## config.mk

```make
export PLATFORM = sky130hd
export DESIGN_NAME = spi3w_port
export DESIGN_NICKNAME = d
export VERILOG_FILES = /design/src/rtl/spi3w_pkg.sv /design/src/rtl/spi3w_fifo.sv /design/src/rtl/spi3w_engine.sv /design/src/rtl/spi3w_port.sv
export SDC_FILE = /design/constraint.sdc
export NUM_CORES = 1
export LEC_CHECK = 0
export CAP_MARGIN = 20
export CORE_MARGIN = 4
export CORE_UTILIZATION = 50
export DETAILED_ROUTE_END_ITERATION = 10
export PLACE_DENSITY = 0.76
export SLEW_MARGIN = 20
export SYNTH_ARGS = -nofsm -noshare
export SYNTH_HDL_FRONTEND = slang
export SYNTH_HIERARCHICAL = 1
export SYNTH_SLANG_ARGS = --single-unit
```

## constraint.sdc

```tcl
create_clock -name clk -period 3 [get_ports clk]
set_input_delay 0.45 -clock clk [delete_from_list [all_inputs] [get_ports clk]]
set_output_delay 0.45 -clock clk [all_outputs]
set_load 0.02 [all_outputs]
```

## src/rtl/spi3w_pkg.sv

```systemverilog
package spi3w_pkg;
    typedef enum logic [2:0] {
        S_IDLE,
        S_SETUP,
        S_HIGH,
        S_LOW,
        S_FINISH,
        S_SLAVE
    } eng_state_t;
endpackage

```

## src/rtl/spi3w_fifo.sv

```systemverilog
module spi3w_fifo #(
    parameter int W     = 8,
    parameter int DEPTH = 4,
    localparam int AW   = (DEPTH > 1) ? $clog2(DEPTH) : 1,
    localparam int LW   = $clog2(DEPTH + 1)
) (
    input  logic          clk,
    input  logic          rst_n,
    input  logic          push,
    input  logic [W-1:0]  push_data,
    input  logic          pop,
    output logic [W-1:0]  head,
    output logic [LW-1:0] level
);
    logic [W-1:0]  mem [DEPTH];
    logic [AW-1:0] wp, rp;
    logic          do_push, do_pop;

    assign do_pop  = pop && (level != '0);
    assign do_push = push && ((level != LW'(DEPTH)) || do_pop);
    assign head    = mem[rp];

    always_ff @(posedge clk) begin
        if (do_push) mem[wp] <= push_data;
    end

    always_ff @(posedge clk or negedge rst_n) begin
        if (!rst_n) begin
            wp    <= '0;
            rp    <= '0;
            level <= '0;
        end else begin
            if (do_push) wp <= (wp == AW'(DEPTH - 1)) ? '0 : wp + AW'(1);
            if (do_pop)  rp <= (rp == AW'(DEPTH - 1)) ? '0 : rp + AW'(1);
            unique case ({do_push, do_pop})
                2'b10:   level <= level + LW'(1);
                2'b01:   level <= level - LW'(1);
                default: level <= level;
            endcase
        end
    end

    // level never exceeds capacity
    a_r13_bound: assert property (@(posedge clk) disable iff (!rst_n)
        level <= LW'(DEPTH));
    // a lone push into a full queue is dropped
    a_r13_full_drop: assert property (@(posedge clk) disable iff (!rst_n)
        (level == LW'(DEPTH) && push && !pop) |=> $stable(level));
endmodule

```

## src/rtl/spi3w_engine.sv

```systemverilog
module spi3w_engine
    import spi3w_pkg::*;
#(
    parameter int WORD  = 8,
    parameter int DIV   = 4,
    localparam int HALF = DIV / 2,
    localparam int CNTW = $clog2(HALF + 1),
    localparam int BW   = $clog2(WORD)
) (
    input  logic            clk,
    input  logic            rst_n,
    input  logic            cfg_master,
    input  logic            tx_valid,
    input  logic [WORD-1:0] tx_word,
    input  logic            din,
    input  logic            sclk_i,
    input  logic            ss_n_i,
    output logic            tx_pop,
    output logic            rx_push,
    output logic [WORD-1:0] rx_word,
    output logic            dout,
    output logic            sclk_o,
    output logic            ss_n_o,
    output logic            slave_sel
);
    eng_state_t      state, nxt;
    logic [CNTW-1:0] cnt;
    logic [BW-1:0]   bitn;
    logic [WORD-1:0] tx_sh, rx_sh;
    logic [1:0]      sclk_sync, ss_sync;
    logic            sclk_prev, ss_prev;
    logic            sclk_s, ss_s, half_done, last_bit;
    logic            s_rise, s_fall, s_load;
    logic [BW:0]     edge_cnt;

    assign sclk_s    = sclk_sync[1];
    assign ss_s      = ss_sync[1];
    assign half_done = (cnt == CNTW'(HALF - 1));
    assign last_bit  = (bitn == BW'(WORD - 1));
    assign s_rise    = (state == S_SLAVE) && !ss_s && sclk_s && !sclk_prev;
    assign s_fall    = (state == S_SLAVE) && !ss_s && !sclk_s && sclk_prev;
    assign s_load    = (state == S_SLAVE) && !ss_s && ss_prev;

    // state register
    always_ff @(posedge clk or negedge rst_n) begin
        if (!rst_n) state <= S_IDLE;
        else        state <= nxt;
    end

    // next state
    always_comb begin
        nxt = state;
        unique case (state)
            S_IDLE:   if (!cfg_master)   nxt = S_SLAVE;
                      else if (tx_valid) nxt = S_SETUP;
            S_SETUP:  if (half_done)     nxt = S_HIGH;
            S_HIGH:   if (half_done)     nxt = last_bit ? S_FINISH : S_LOW;
            S_LOW:    if (half_done)     nxt = S_HIGH;
            S_FINISH: if (half_done)     nxt = S_IDLE;
            S_SLAVE:  if (cfg_master)    nxt = S_IDLE;
            default:                     nxt = S_IDLE;
        endcase
    end

    // outputs
    always_comb begin
        sclk_o    = (state == S_HIGH);
        ss_n_o    = (state == S_IDLE) || (state == S_SLAVE);
        dout      = tx_sh[WORD-1];
        slave_sel = (state == S_SLAVE) && !ss_s;
        tx_pop    = tx_valid && (((state == S_IDLE) && cfg_master) || s_load);
        rx_push   = ((state == S_FINISH) && half_done) || (s_rise && last_bit);
        rx_word   = (state == S_SLAVE) ? {rx_sh[WORD-2:0], din} : rx_sh;
    end

    // pin synchronisers for slave operation
    always_ff @(posedge clk or negedge rst_n) begin
        if (!rst_n) begin
            sclk_sync <= 2'b00;
            ss_sync   <= 2'b11;
            sclk_prev <= 1'b0;
            ss_prev   <= 1'b1;
        end else begin
            sclk_sync <= {sclk_sync[0], sclk_i};
            ss_sync   <= {ss_sync[0], ss_n_i};
            sclk_prev <= sclk_s;
            ss_prev   <= ss_s;
        end
    end

    // datapath
    always_ff @(posedge clk or negedge rst_n) begin
        if (!rst_n) begin
            cnt   <= '0;
            bitn  <= '0;
            tx_sh <= '0;
            rx_sh <= '0;
        end else begin
            if (nxt != state || state == S_IDLE || state == S_SLAVE) cnt <= '0;
            else cnt <= cnt + CNTW'(1);

            if (state == S_SLAVE) begin
                if (ss_s) begin
                    bitn <= '0;
                end else if (s_load) begin
                    tx_sh <= tx_valid ? tx_word : '0;
                    bitn  <= '0;
                end else begin
                    if (s_rise) begin
                        rx_sh <= {rx_sh[WORD-2:0], din};
                        bitn  <= last_bit ? '0 : bitn + BW'(1);
                    end
                    if (s_fall) tx_sh <= {tx_sh[WORD-2:0], 1'b0};
                end
            end else begin
                if (state == S_IDLE && nxt == S_SETUP) begin
                    tx_sh <= tx_word;
                    bitn  <= '0;
                end else if (state == S_HIGH && nxt == S_LOW) begin
                    tx_sh <= {tx_sh[WORD-2:0], 1'b0};
                    bitn  <= bitn + BW'(1);
                end
                if (nxt == S_HIGH && state != S_HIGH) rx_sh <= {rx_sh[WORD-2:0], din};
            end
        end
    end

    // checker counter: rising edges of the master clock in this word
    always_ff @(posedge clk or negedge rst_n) begin
        if (!rst_n)                                edge_cnt <= '0;
        else if (state == S_IDLE)                  edge_cnt <= '0;
        else if (nxt == S_HIGH && state != S_HIGH) edge_cnt <= edge_cnt + (BW + 1)'(1);
    end

    // a master word carries exactly WORD rising edges
    a_r2_edge_total: assert property (@(posedge clk) disable iff (!rst_n)
        (state == S_FINISH) |-> (edge_cnt == (BW + 1)'(WORD)));
    // data is frozen while the master clock is high
    a_r3_hold_high: assert property (@(posedge clk) disable iff (!rst_n)
        (state == S_HIGH && $past(state) == S_HIGH) |-> $stable(dout));
    // deselected slave keeps its bit count at zero
    a_r10_bit_reset: assert property (@(posedge clk) disable iff (!rst_n)
        (state == S_SLAVE && ss_s && !cfg_master) |=> (bitn == '0));
endmodule

```

## src/rtl/spi3w_port.sv

```systemverilog
module spi3w_port
    import spi3w_pkg::*;
#(
    parameter int WORD  = 8,
    parameter int DIV   = 4,
    parameter int DEPTH = 4,
    localparam int LW   = $clog2(DEPTH + 1)
) (
    input  logic            clk,
    input  logic            rst_n,
    input  logic            cfg_master,
    input  logic            cfg_three_wire,
    input  logic            cfg_talk,
    input  logic            wr_en,
    input  logic [WORD-1:0] wr_data,
    input  logic            rd_en,
    output logic [WORD-1:0] rd_data,
    output logic [LW-1:0]   tx_level,
    output logic [LW-1:0]   rx_level,
    input  logic [LW-1:0]   tx_thresh,
    input  logic [LW-1:0]   rx_thresh,
    input  logic            tx_irq_en,
    input  logic            rx_irq_en,
    output logic            tx_irq,
    output logic            rx_irq,
    input  logic            sclk_i,
    output logic            sclk_o,
    output logic            sclk_oe,
    input  logic            ss_n_i,
    output logic            ss_n_o,
    output logic            ss_n_oe,
    input  logic            mosi_i,
    output logic            mosi_o,
    output logic            mosi_oe,
    input  logic            miso_i,
    output logic            miso_o,
    output logic            miso_oe
);
    logic            tx_pop, rx_push, dout, din, shared_in, drive_ok, slave_sel;
    logic [WORD-1:0] tx_head, rx_word;

    spi3w_fifo #(.W(WORD), .DEPTH(DEPTH)) u_txq (
        .clk(clk), .rst_n(rst_n), .push(wr_en), .push_data(wr_data),
        .pop(tx_pop), .head(tx_head), .level(tx_level)
    );

    spi3w_fifo #(.W(WORD), .DEPTH(DEPTH)) u_rxq (
        .clk(clk), .rst_n(rst_n), .push(rx_push), .push_data(rx_word),
        .pop(rd_en), .head(rd_data), .level(rx_level)
    );

    spi3w_engine #(.WORD(WORD), .DIV(DIV)) u_eng (
        .clk(clk), .rst_n(rst_n), .cfg_master(cfg_master),
        .tx_valid(tx_level != '0), .tx_word(tx_head), .din(din),
        .sclk_i(sclk_i), .ss_n_i(ss_n_i), .tx_pop(tx_pop), .rx_push(rx_push),
        .rx_word(rx_word), .dout(dout), .sclk_o(sclk_o), .ss_n_o(ss_n_o),
        .slave_sel(slave_sel)
    );

    // pad steering and receive source
    always_comb begin
        shared_in = cfg_master ? mosi_i : miso_i;
        drive_ok  = !cfg_three_wire || cfg_talk;
        if (cfg_three_wire) din = cfg_talk ? dout : shared_in;
        else                din = cfg_master ? miso_i : mosi_i;
        mosi_o  = dout;
        miso_o  = dout;
        mosi_oe = cfg_master && !ss_n_o && drive_ok;
        miso_oe = !cfg_master && slave_sel && drive_ok;
        sclk_oe = cfg_master;
        ss_n_oe = cfg_master;
        rx_irq  = rx_irq_en && (rx_level >= rx_thresh);
        tx_irq  = tx_irq_en && (tx_level <= tx_thresh);
    end

    // listening in three-wire mode leaves both data pads undriven
    a_r7_quiet_pads: assert property (@(posedge clk) disable iff (!rst_n)
        (cfg_three_wire && !cfg_talk) |-> (!mosi_oe && !miso_oe));
    // three-wire master never drives the spare pad
    a_r6_spare_idle: assert property (@(posedge clk) disable iff (!rst_n)
        (cfg_three_wire && cfg_master) |-> !miso_oe);
    // four-wire master drives data whenever its select is low
    a_r5_always_drive: assert property (@(posedge clk) disable iff (!rst_n)
        (cfg_master && !cfg_three_wire && !ss_n_o) |-> mosi_oe);
endmodule

```

==> impl_metrics.py <==
metrics = {
    "place": {
        "place_congestion": 0.8260,
        "dp_cells": 534,
        "portBuffers": 50,
        "dpl_cell_area_sq_um": 5826,
        "dp_hpwl_um": 6597,
        "place_ws_ps": 247.0,
    },
    "synthesis": {
        "ys_types": 62,
        "synthCells": 358,
        "syn_nets": 408,
        "syn_area_sq_um": 5256,
        "synthArstFlopShare_pct": 40.74,
        "synth_edf_count": 64,
        "synthFlopType": "edfxtp_1",
        "ys_ff_latch": 108,
        "yosysWarnings": 6,
        "yosysSeqAreaShare_pct": 57.58,
        "syn_area_per_cell_sq_um": 14.68,
    },
    "grt": {
        "grt_pass1_wl_um": 15610,
        "grt_remaining_overflow": 0,
        "grt_max_degree": 45,
        "grt_pass1_vias": 3191,
        "antenna_found_initial": 0,
        "gr-usage-all-layers_pct": 15.75,
    },
    "worst_setup_path": {
        "cp_num_buf_inv": 0,
        "slowest_stage": "fa_1",
        "critPathArrivalTime_ps": 2960,
        "crit_fanout": 10,
        "cp-start-kind": "flip-flop",
        "crit_path_max_incr_delay_ps": 440,
        "path_cells": "ha_1 -> ha_1 -> a32o_1 -> nor2b_1 -> o21ai_0 -> fa_1 -> nor2_1 -> a221o_1 -> o221ai_1",
        "worstPathRequired_ps": 3240,
        "critPathCaptureType": "flip-flop",
        "cp_top_family": "adder cells",
        "criticalPathCategory": "reg2reg",
        "cp_common_cell": "ha_1",
    },
    "detailed_routing": {
        "first_pass_iters": 4,
        "wl_um": 9181,
        "via_per_inst": 5.531,
        "drt.antenna.violating_nets": 0,
        "drt-initial-drc-count": 154,
        "dr_total_vias": 3042,
        "drc": 0,
        "wl_per_cell_um": 16.69,
    },
    "sta": {
        "finClkSkew_ps": 16.63,
        "min_period_over_period_pct": 90.65,
        "rsz0062_at_grt": "no",
        "relSlewSlack_pct": 59.85,
        "fmax_ghz": 0.3677,
        "hold_viol": 0,
        "maxSlewViolCount": 0,
        "setup_slack_ps": 280.6,
        "fin_tns_setup_ps": 0,
        "setup_violations": 0,
        "worst_pin_slew_ps": 602.2,
        "period_needed_ps": 2719,
    },
    "floorplan": {
        "initial_core_util_pct": 51.14,
        "dieWidth_um": 110.5,
        "core_sq_um": 10280,
        "io_pins": 51,
        "die-area_sq_um": 12220,
        "num_rows": 37,
        "die_h_um": 110.5,
    },
    "power": {
        "p_int_uw": 3506,
        "p_comb_share_pct": 42.5,
        "p_per_area_nw_per_um2": 915.6,
        "clkPwrFrac_pct": 15.1,
        "ir_worst_vdd_v": 0.0004927,
        "p_switching_uw": 1998,
        "swShare_pct": 36.30,
        "leakage_uw": 0.002349,
        "power_uw": 5505,
        "sequentialPowerShare_pct": 42.4,
    },
    "clock_tree": {
        "path_clk_slew_ps": 110,
        "cts_sinks": 108,
        "htree_levels": 3,
        "clock_latency_ps": 370,
        "root_buffer": "clkbuf_8",
        "cts.repair.resized": 0,
        "ctsLongestPathBuffers": 2,
        "holdBufCountCts": 0,
        "post-cts-setup-buffer-count": 0,
        "cts_buffers": 9,
        "tritoncts": "yes",
    },
    "layout": {
        "multi_input_area_sq_um": 1976,
        "stdcell_count": 550,
        "antenna_cells": 0,
        "fillers": 820,
        "final-seq-area_sq_um": 3027,
        "fin_area_sq_um": 6012,
        "drive_gt1_share_pct": 21.98,
        "area_delta_synth_final_pct": 14.38,
        "final_nets": 459,
    },
    "min_path": {
        "hold_class": "in2async",
    },
    "job": {
        "maxCapViolations": 0,
    },
    "run_status": {
        "status": "complete, no violations",
    },
}
[registers in the layout, indices dropped and copies added (netlist names)]
| signal | flops |
|---|---|
| u_eng/rx_sh | 8 |
| u_txq/rp | 2 |
| u_eng/tx_sh | 8 |
| u_rxq/rp | 2 |
| u_eng/sclk_sync | 2 |
| u_rxq/mem | 32 |
| u_txq/mem | 32 |
| u_eng/ss_sync | 2 |
| u_eng/ss_prev | 1 |
| u_rxq/level | 3 |
| u_txq/level | 3 |
| u_eng/cnt | 2 |
| u_eng/state | 3 |
| u_rxq/wp | 2 |
| u_txq/wp | 2 |
| u_eng/sclk_prev | 1 |
| u_eng/bitn | 3 |
[synthesized netlist by cell type, drive strengths merged (7+ instances only)]
cell type   n  area share [%]
o21ai      12             1.2
nor2       14             1.0
and2       10             1.4
dfrtp      41              20
inv        28             2.0
edfxtp     64              37
ha         21             5.0
nor2b       9             1.1
a21oi       7            0.74
a22o        7             1.2
nand2      11            0.83
buf        16             2.8
mux4       16             6.9
mux2       31             6.9
[worst paths after layout]
path                            cells after the start            endpoint  slack (ps)          startpoint
worst max-delay path                                9      u_rxq/level[2]         280       u_eng/bitn[0]
worst min-delay path                                1      u_rxq/level[0]          60               rst_n
worst max register to register                      9      u_rxq/level[2]         280       u_eng/bitn[0]
worst min register to register                      0  u_eng/sclk_sync[1]         370  u_eng/sclk_sync[0]
max in group asynchronous                           1       u_eng/ss_prev        2530               rst_n
min in group clk                                    0  u_eng/sclk_sync[1]         370  u_eng/sclk_sync[0]
[power by group through the flow]
stage / clock network [uW] / logic [uW] / registers (uW)
4_1_cts: 856 / 2360 / 2340
6_report: 829 / 2340 / 2330
2_1_floorplan: 0 / 1830 / 2230
3_3_place_gp: 0 / 2260 / 2350
3_5_place_dp: 0 / 2350 / 2380
5_1_grt: 921 / 2590 / 2400
[cell type report]
| type | count | area share (%) |
|---|---|---|
| Clock inverter | 7 | 0.9990 |
| Tap cell | 136 | 2.830 |
| Timing Repair Buffer | 57 | 9.157 |
| Clock buffer | 9 | 2.060 |
| Inverter | 28 | 1.748 |
| Multi-Input combinational cell | 205 | 32.86 |
| Sequential cell | 108 | 50.34 |
[per-layer routing]
layer / up-vias / track usage [%] / routed length, um
li1: 1444 / - / -
met1: 1527 / 18.37 / 3823
met2: 62 / 29.17 / 4941
met3: 9 / 3.452 / 333
met4: 0 / 4.187 / 82
met5: - / 0 / 0
[per-stage QoR]
step,hold slack (ps),utilization [%]
after floorplan,154.4,-
after global placement,338.2,56.68
final,57.93,58.50
after CTS,250.3,58.47
after detailed placement,339.3,56.68
after global routing,82.55,58.50
[kinds of logic (layout without fill, tap and decap cells)]
logic type | Yosys count | after routing | synth area share [%]
buffers and inverters | 45 | 101 | 4.832
AOI/OAI and AO/OA | 56 | 56 | 8.593
xor gates and xnor gates | 5 | 5 | 0.8331
muxes | 50 | 50 | 14.35
and+or+nand+nor | 71 | 71 | 8.046
adders and majority gates | 23 | 23 | 5.761
DFF | 108 | 108 | 57.58
[cell usage in the layout, fill, tap and decap left out, types with 3 or more instances in the layout]
master and count:
clkinv_4 3, a32oi_1 3, xor2_1 5, o211ai_1 3, ha_1 21, nand3_1 3, nand2b_1 3, buf_4 8
a221oi_1 4, o21ai_0 10, nand2_1 10, clkdlybuf4s50_1 49, mux2i_1 3, dfstp_2 3, mux4_2 16, a21oi_1 6
o221ai_1 4, mux2_2 25, nor2b_1 9, mux2_4 4, dfrtp_1 41, edfxtp_1 64, and2_2 8, or3_1 3
nor2_1 14, a22o_1 7, inv_1 28, clkbuf_8 9
(Power assumes the default switching activity.)
